===== config.mk =====
export PLATFORM = sky130hd
export DESIGN_NAME = chg_irq_det
export DESIGN_NICKNAME = d
export VERILOG_FILES = /design/src/rtl/chgdet_pkg.sv /design/src/rtl/chgdet_strobe_edge.sv /design/src/rtl/chgdet_latch_pair.sv /design/src/rtl/chgdet_flag.sv /design/src/rtl/chg_irq_det.sv
export SDC_FILE = /design/constraint.sdc
export NUM_CORES = 1
export LEC_CHECK = 0
export CAP_MARGIN = 20
export CORE_AREA = 2 2 39 41
export CTS_CLUSTER_SIZE = 30
export DETAILED_ROUTE_END_ITERATION = 10
export DIE_AREA = 0 0 41 43
export DONT_BUFFER_PORTS = 1
export PLACE_DENSITY_LB_ADDON = 0.15
export SLEW_MARGIN = 20
export SYNTH_ARGS = -nofsm -noshare
export SYNTH_HDL_FRONTEND = slang
export SYNTH_HIERARCHICAL = 1
export SYNTH_SLANG_ARGS = --single-unit

===== constraint.sdc =====
create_clock -name clk_i -period 2.1 [get_ports clk_i]
set_input_delay 0 -clock clk_i [delete_from_list [all_inputs] [get_ports clk_i]]
set_output_delay 0 -clock clk_i [all_outputs]
set_load 0.02 [all_outputs]

===== src/rtl/chgdet_pkg.sv =====
package chgdet_pkg;

   typedef struct packed {
      logic rise;
      logic fall;
   } strobe_edge_t;

   localparam int unsigned MAX_PINS = 32;
   localparam int unsigned MAX_SYNC = 4;

endpackage


===== src/rtl/chgdet_strobe_edge.sv =====
module chgdet_strobe_edge #(
   parameter int unsigned SYNC_STAGES = 2
) (
   input  logic                      clk_i,
   input  logic                      rst_n_i,
   input  logic                      strobe_i,
   output chgdet_pkg::strobe_edge_t  edge_o
);

   logic lvl;
   logic lvl_prev_q;

   generate
      if (SYNC_STAGES == 0) begin : g_direct
         assign lvl = strobe_i;
      end else begin : g_chain
         logic [SYNC_STAGES-1:0] chain_q;
         always_ff @(posedge clk_i or negedge rst_n_i) begin
            if (!rst_n_i) begin
               chain_q <= '0;
            end else begin
               chain_q[0] <= strobe_i;
               for (int k = 1; k < int'(SYNC_STAGES); k++) begin
                  chain_q[k] <= chain_q[k-1];
               end
            end
         end
         assign lvl = chain_q[SYNC_STAGES-1];
      end
   endgenerate

   always_ff @(posedge clk_i or negedge rst_n_i) begin
      if (!rst_n_i) lvl_prev_q <= 1'b0;
      else          lvl_prev_q <= lvl;
   end

   assign edge_o.rise = lvl & ~lvl_prev_q;
   assign edge_o.fall = ~lvl & lvl_prev_q;

endmodule


===== src/rtl/chgdet_latch_pair.sv =====
module chgdet_latch_pair #(
   parameter int unsigned NPINS = 4
) (
   input  logic             clk_i,
   input  logic             rst_n_i,
   input  logic [NPINS-1:0] pin_i,
   input  logic [NPINS-1:0] dir_in_i,
   input  logic             load_cur_i,
   input  logic             load_prev_i,
   output logic [NPINS-1:0] cur_o,
   output logic [NPINS-1:0] prev_o,
   output logic             mis_o
);

   logic [NPINS-1:0] cur_q;
   logic [NPINS-1:0] prev_q;
   logic [NPINS-1:0] mis_bit;

   always_ff @(posedge clk_i or negedge rst_n_i) begin
      if (!rst_n_i) begin
         cur_q  <= '0;
         prev_q <= '0;
      end else begin
         if (load_cur_i)  cur_q  <= pin_i;
         if (load_prev_i) prev_q <= pin_i;
      end
   end

   generate
      for (genvar i = 0; i < int'(NPINS); i++) begin : g_bit
         assign mis_bit[i] = dir_in_i[i] & (cur_q[i] ^ prev_q[i]);
      end
   endgenerate

   assign mis_o  = |mis_bit;
   assign cur_o  = cur_q;
   assign prev_o = prev_q;

endmodule


===== src/rtl/chgdet_flag.sv =====
module chgdet_flag (
   input  logic clk_i,
   input  logic rst_n_i,
   input  logic set_i,
   input  logic clr_i,
   input  logic en_i,
   output logic flag_o,
   output logic irq_o
);

   logic flag_q;
   logic irq_q;
   logic flag_d;

   always_comb begin
      flag_d = flag_q;
      if (set_i)      flag_d = 1'b1;
      else if (clr_i) flag_d = 1'b0;
   end

   always_ff @(posedge clk_i or negedge rst_n_i) begin
      if (!rst_n_i) begin
         flag_q <= 1'b0;
         irq_q  <= 1'b0;
      end else begin
         flag_q <= flag_d;
         irq_q  <= flag_q & en_i;
      end
   end

   assign flag_o = flag_q;
   assign irq_o  = irq_q;

endmodule


===== src/rtl/chg_irq_det.sv =====
module chg_irq_det #(
   parameter int unsigned NPINS       = 4,
   parameter int unsigned SYNC_STAGES = 2
) (
   input  logic             clk_i,
   input  logic             rst_n_i,
   input  logic [NPINS-1:0] pin_i,
   input  logic [NPINS-1:0] dir_in_i,
   input  logic             rd_strobe_i,
   input  logic             irq_en_i,
   input  logic             flag_clr_i,
   output logic             chg_flag_o,
   output logic             irq_o
);

   generate
      if (NPINS < 1 || NPINS > chgdet_pkg::MAX_PINS) begin : g_bad_npins
         $error("chg_irq_det: NPINS out of range");
      end
      if (SYNC_STAGES > chgdet_pkg::MAX_SYNC) begin : g_bad_sync
         $error("chg_irq_det: SYNC_STAGES out of range");
      end
   endgenerate

   chgdet_pkg::strobe_edge_t rd_edge;
   logic             rd_rise;
   logic             rd_fall;
   logic [NPINS-1:0] cur_lat;
   logic [NPINS-1:0] prev_lat;
   logic             mis_any;

   chgdet_strobe_edge #(.SYNC_STAGES(SYNC_STAGES)) u_edge (
      .clk_i    (clk_i),
      .rst_n_i  (rst_n_i),
      .strobe_i (rd_strobe_i),
      .edge_o   (rd_edge)
   );

   assign rd_rise = rd_edge.rise;
   assign rd_fall = rd_edge.fall;

   chgdet_latch_pair #(.NPINS(NPINS)) u_lat (
      .clk_i       (clk_i),
      .rst_n_i     (rst_n_i),
      .pin_i       (pin_i),
      .dir_in_i    (dir_in_i),
      .load_cur_i  (rd_rise),
      .load_prev_i (rd_fall),
      .cur_o       (cur_lat),
      .prev_o      (prev_lat),
      .mis_o       (mis_any)
   );

   chgdet_flag u_flag (
      .clk_i   (clk_i),
      .rst_n_i (rst_n_i),
      .set_i   (mis_any),
      .clr_i   (flag_clr_i),
      .en_i    (irq_en_i),
      .flag_o  (chg_flag_o),
      .irq_o   (irq_o)
   );

endmodule


==> flow_summary.toml, run 1 <==
[setup_path]
worstSetupStartpointType = "flop"
crit_slowest_cell = "dlygate4sd3_1"
criticalPathCategory = "reg2reg"
cp_max_fo = 2
cp.required_ns = 2.27
startpoint = "u_lat/prev_o[2]"
cp_num_cells = 5
arrival_ns = 1.80
ff2ff_path_depth = 5
worstSetupEndpoint = "u_flag/flag_o"
path_cells = "xor2_1, a22oi_1, nand2_1, a21o_1, dlygate4sd3_1"
max_stage_delay_ns = 0.54
r2r_slack_ns = 0.46
worst-path-buf-inv = 1
timing.rr.end = "u_flag/flag_o"
crit_path_end_kind = "flop"
reg2reg_from = "u_lat/prev_o[2]"
path_delay_family = "buffers and inverters"

[power_and_ir_drop]
p_total_mw = 0.545
p_per_area_mw_per_mm2 = 854
power_leakage_nw = 0.276
ir_worst_vdd_uv = 378

[synthesis]
syn_area_sq_um = 502
yosysMostFrequentCell = "dfrtp_1"
synth_top_area_cell = "dfrtp_1"
ys_warn_count = 6
synth_fp_nets = 46
synth_edf_count = 0
synth.avg_cell_area_sq_um = 15.2
ys_seq_area_share_pct = 64.8
ys_types = 11
synth.top_cells.by_area = "dfrtp_1, mux2_2, xor2_1"
netlist_top_cells_count = "dfrtp_1, mux2_2, xor2_1"
synthArstFlopShare_pct = 100
ys.flop_type = "dfrtp_1"
netlist.area_leader.share_pct = 64.8
ys_ff_latch = 13
syn_inst = 33

[timing]
setup_violations = 0
fin_crit_ns = 1.64
worst-slew-pin-transition_ns = 0.570
rsz0062_at_grt = "false"
setup_slack_ns = 0.464
timing_hold_violations_final = 0
tns_ns = 0
clock.fmax_mhz = 611
slew_headroom_pct = 61.9
fin_skew_ns = 0.00528
drv_slew = 0
hold_slack_ns = 0.150
fin_crit_sh_pct = 77.9

[grt]
grt_max_degree = 14
grt_antenna_before_repair = 0
grt-ovfl-total = 0
grt_pass1_wl_mm = 1.23
grt_usage_pct = 11.3
grt_pass1_vias = 302

[clock_tree]
cts_buffer_depth = 2
clkTransAtPathRegs_ns = 0.08
cts-root-buf = "clkbuf_4"
numCtsBuffers = 3
clk_latency_ns = 0.28
post_cts_resized = 0
tritoncts = "done"
cts_max_level = 1
cts_sinks = 13

[detailed_routing]
wl_per_cell_um = 12.1
met1Wirelength_um = 305
vias = 299
routed_wirelength_um = 751
routed.top_layer = "met4"
drt_iter0_markers = 4
ant_nets = 0
first_pass_iters = 3
vias_per_cell = 4.82
wl_met2_um = 354
drc_errors = 0
wl_met3_um = 70

[floorplan]
core_area_sq_mm = 0.00138
row_count = 14
die_area_sq_mm = 0.00176
initial_core_util_pct = 36.3
die_x_um = 41
die_h_um = 43
pin_count = 15

[worst_hold_path]
hold_path_class = "in2async"

[cells_and_area]
diodes = 0
drive_above_1_share_pct = 23.9
syn2layout_area_growth_pct = 27.2
nets = 60
design_area_sq_um = 638

[run]
max_cap_viol_count = 0

[run_status]
status = "finished, final reports clean"

[placement]
finalWeightedCongestion = 0.718
preCtsSetupSlack_ns = 0.927
io_buffers = 0
place_area_sq_um = 522
-- worst min-delay path by stage --
stage | from | slack, ns | cells after the start | end
floorplan | rst_n_i | -0.30 | 0 | u_edge/g_chain.chain_q[0]
global placement | rst_n_i | -0.30 | 0 | u_lat/prev_o[2]
detailed placement | rst_n_i | -0.30 | 0 | u_lat/prev_o[2]
CTS | rst_n_i | 0.16 | 1 | u_lat/prev_o[2]
global route | rst_n_i | 0.18 | 1 | u_lat/prev_o[2]
finish | rst_n_i | 0.15 | 1 | u_lat/prev_o[2]
-- worst reg2reg max path, stage by stage (launching register included) --
cell           delay, ns
dfrtp_1             0.40
xor2_1              0.16
a22oi_1             0.20
nand2_1             0.07
a21o_1              0.15
dlygate4sd3_1       0.54
-- report_power, final --
group | leakage [nW] | switching [mW] | total (mW) | internal, mW
registers | 0.151 | 0.0295 | 0.313 | 0.283
logic | 0.111 | 0.0279 | 0.0805 | 0.0527
clock network | 0.0150 | 0.0780 | 0.152 | 0.0737
-- flip-flops by register name, summed over array words and instances (netlist names) --
signal / flops
u_edge/g_chain.chain_q: 2
u_edge/lvl_prev_q: 1
u_flag/flag_o: 1
u_flag/irq_o: 1
u_lat/cur_o: 4
u_lat/prev_o: 4
-- logic make-up after synthesis --
group / share of synthesized area [%]
compound gates: 4.49
mux: 18.0
simple gates: 4.99
flops: 64.8
xor+xnor: 6.98
buf+inv: 0.747
-- metal layers --
metal / track usage, % / vias to the layer above
met5: 0 / -
met4: 8.00 / 0
met3: 6.81 / 2
met2: 17.2 / 13
met1: 10.3 / 147
li1: - / 137
-- final cells by class --
class | instances | area, sq um
Fill cell | 134 | 746
Timing Repair Buffer | 9 | 90.1
Tap cell | 16 | 20.0
Multi-Input combinational cell | 19 | 173
Inverter | 1 | 3.75
Clock buffer | 4 | 26.3
Sequential cell | 13 | 325
-- what timing repair did --
action | CTS | global route
endpoints found under the setup margin | 0 | 0
hold buffers | 9 | 0
hold endpoints to repair | 24 | 0
buffers inserted | 0 | 0
-- metrics by stage --
| stage | std cells | util (%) |
|---|---|---|
| 2_1_floorplan | 33 | - |
| 3_3_place_gp | 49 | 37.7 |
| 3_5_place_dp | 49 | 37.7 |
| 4_1_cts | 62 | 46.1 |
| 5_1_grt | 62 | 46.1 |
| 6_report | 62 | 46.1 |
-- cells in the final DEF (no fill, tap or decap) --
cell	synthesis	final
a21o_1	1	1
a22oi_1	2	2
and2_1	1	1
and2b_2	1	1
clkbuf_1	0	1
clkbuf_4	0	3
dfrtp_1	13	13
dlygate4sd3_1	0	9
inv_1	1	1
mux2_1	1	1
mux2_2	7	7
nand2_1	1	1
nor2b_1	1	1
xor2_1	4	4
No activity file was read; power rests on OpenSTA's default activity.
==> inputs of run 2 (changes only) <==
Clock period 2.1 ns to 1.4 ns, I/O delays scaled along.
==> run 2 against run 1 <==
Effect of this change: hold slack is essentially flat; die area is the same; final area rose by 4.7%; count of clock-buffer cells in the layout unchanged; setup slack worse by 0.24 ns; maximum frequency is 39% higher; sequential share of layout area decreased by 2.3 points; combinational power up 50%; global-route usage is the same; critical endpoint is now u_lat/cur_o[0]; largest cell class unchanged.
==> flow_summary.toml, run 2 (synthesized netlist as in run 1, its figures left out) <==
[clock_tree]
numCtsBuffers = 3
clkTransAtPathRegs_ns = 0.08
cts_max_level = 1
cts-root-buf = "clkbuf_4"
tritoncts = "done"
post_cts_resized = 0
cts_buffer_depth = 2
clk_latency_ns = 0.28
cts_sinks = 13

[cells_and_area]
diodes = 0
mostFrequentLayoutCell = "dfrtp_1"
fin_util_pct = 48.3
fin_cells = 65
drive_above_1_share_pct = 22.4
layout_common_cells = "dfrtp_1, dlygate4sd3_1, mux2_2"
nets = 63
syn2layout_area_growth_pct = 33.2

[power_and_ir_drop]
p_total_mw = 0.817
p_per_area_mw_per_mm2 = 1220
power_leakage_nw = 0.291
pwr-share-seq_pct = 57.4
ir_worst_vdd_uv = 571
clock_power_share_pct = 27.9
switching_share_pct = 24.9
p_int_mw = 0.614
p_sw_mw = 0.204
comb_power_share_pct = 14.8

[detailed_routing]
vias_per_cell = 4.69
drc_errors = 0
first_pass_iters = 3
ant_nets = 0
vias = 305
wl_per_cell_um = 11.7
drt_iter0_markers = 2
routed_wirelength_um = 763

[grt]
grt_pass1_vias = 299
grt_pass1_wl_mm = 1.23
grt_antenna_before_repair = 0
grt_usage_pct = 11.3
top_usage_layer = "met2"
use_met1_pct = 10.6
grt_max_degree = 14
grt-ovfl-total = 0
grtUsageMet2_pct = 16.9
use_met3_pct = 6.81

[timing]
timing_hold_violations_final = 0
fin_crit_sh_pct = 84.2
clock.fmax_mhz = 848
fin_skew_ns = 0.00561
worst-slew-pin-transition_ns = 0.571
tns_ns = 0
slew_headroom_pct = 61.8
rsz0062_at_grt = "false"
setup_violations = 0
hold_slack_ns = 0.150
fin_crit_ns = 1.18
drv_slew = 0

[placement]
io_buffers = 0
place_inst = 49
finalWeightedCongestion = 0.718

[floorplan]
die_area_sq_mm = 0.00176
pin_count = 15
die_x_um = 41
row_count = 14
die_h_um = 43
core_area_sq_mm = 0.00138
initial_core_util_pct = 36.3

[run_status]
status = "finished, final reports clean"

[setup_path]
cp.required_ns = 1.56
arrival_ns = 1.34
worstSetupStartpointType = "flop"
cp_max_fo = 4
crit_path_end_kind = "flop"
criticalPathCategory = "reg2reg"

[run]
max_cap_viol_count = 0

[worst_hold_path]
hold_path_class = "in2async"
run 2: cell types whose count changed in the layout (fill, tap and decap cells not counted):
| cell | previous run | this run |
|---|---|---|
| dlygate4sd3_1 | 9 | 12 |
run 2: timing repair:
action | in CTS | in global routing
endpoints found under the hold margin | 24 | 0
hold buffers | 12 | 0
buffers inserted | 0 | 0
run 2: worst paths after layout:
path	cells after the start	to	start	slack [ns]
min in group clk_i	1	u_edge/g_chain.chain_q[0]	rd_strobe_i	0.28
max reg2reg	2	u_lat/cur_o[0]	u_edge/lvl_prev_q	0.22
min reg2reg	0	u_edge/g_chain.chain_q[1]	u_edge/g_chain.chain_q[0]	0.36
min	1	u_lat/prev_o[2]	rst_n_i	0.15
max	2	u_lat/cur_o[0]	u_edge/lvl_prev_q	0.22
max in group asynchronous	1	u_lat/prev_o[0]	rst_n_i	0.87
run 2: power groups by stage:
stage               combinational [mW]  clock, mW  sequential (mW)
floorplan                       0.0779          0            0.470
CTS                              0.123      0.240            0.470
global placement                0.0852          0            0.476
global route                     0.133      0.264            0.476
detailed placement              0.0879          0            0.478
finish                           0.121      0.228            0.469
run 2: through the flow:
| step | setup WS, ns | cell area, sq um |
|---|---|---|
| 3_3_place_gp | 0.264 | 522 |
| 5_1_grt | 0.136 | 668 |
| 6_report | 0.221 | 668 |
| 2_1_floorplan | 0.329 | 502 |
| 3_5_place_dp | 0.227 | 522 |
| 4_1_cts | 0.217 | 668 |
run 2: worst max-delay path, cell delays in order, from the launching register on:
cell	delay [ns]
dfrtp_1	0.38
nor2b_1	0.31
mux2_2	0.38
run 2: per-layer routing:
layer	vias to the layer above	share of wire, %
met3	2	7.6
met2	13	47
li1	143	-
met5	-	0
met4	0	2.8
met1	147	43
run 2: final cells by class:
| cell class | count | area [sq um] |
|---|---|---|
| multi-input combinational | 19 | 173 |
| inverter | 1 | 3.75 |
| clock buffer | 4 | 26.3 |
| tap | 16 | 20.0 |
| timing repair buffer | 12 | 120 |
| sequential | 13 | 325 |
| fill | 130 | 716 |
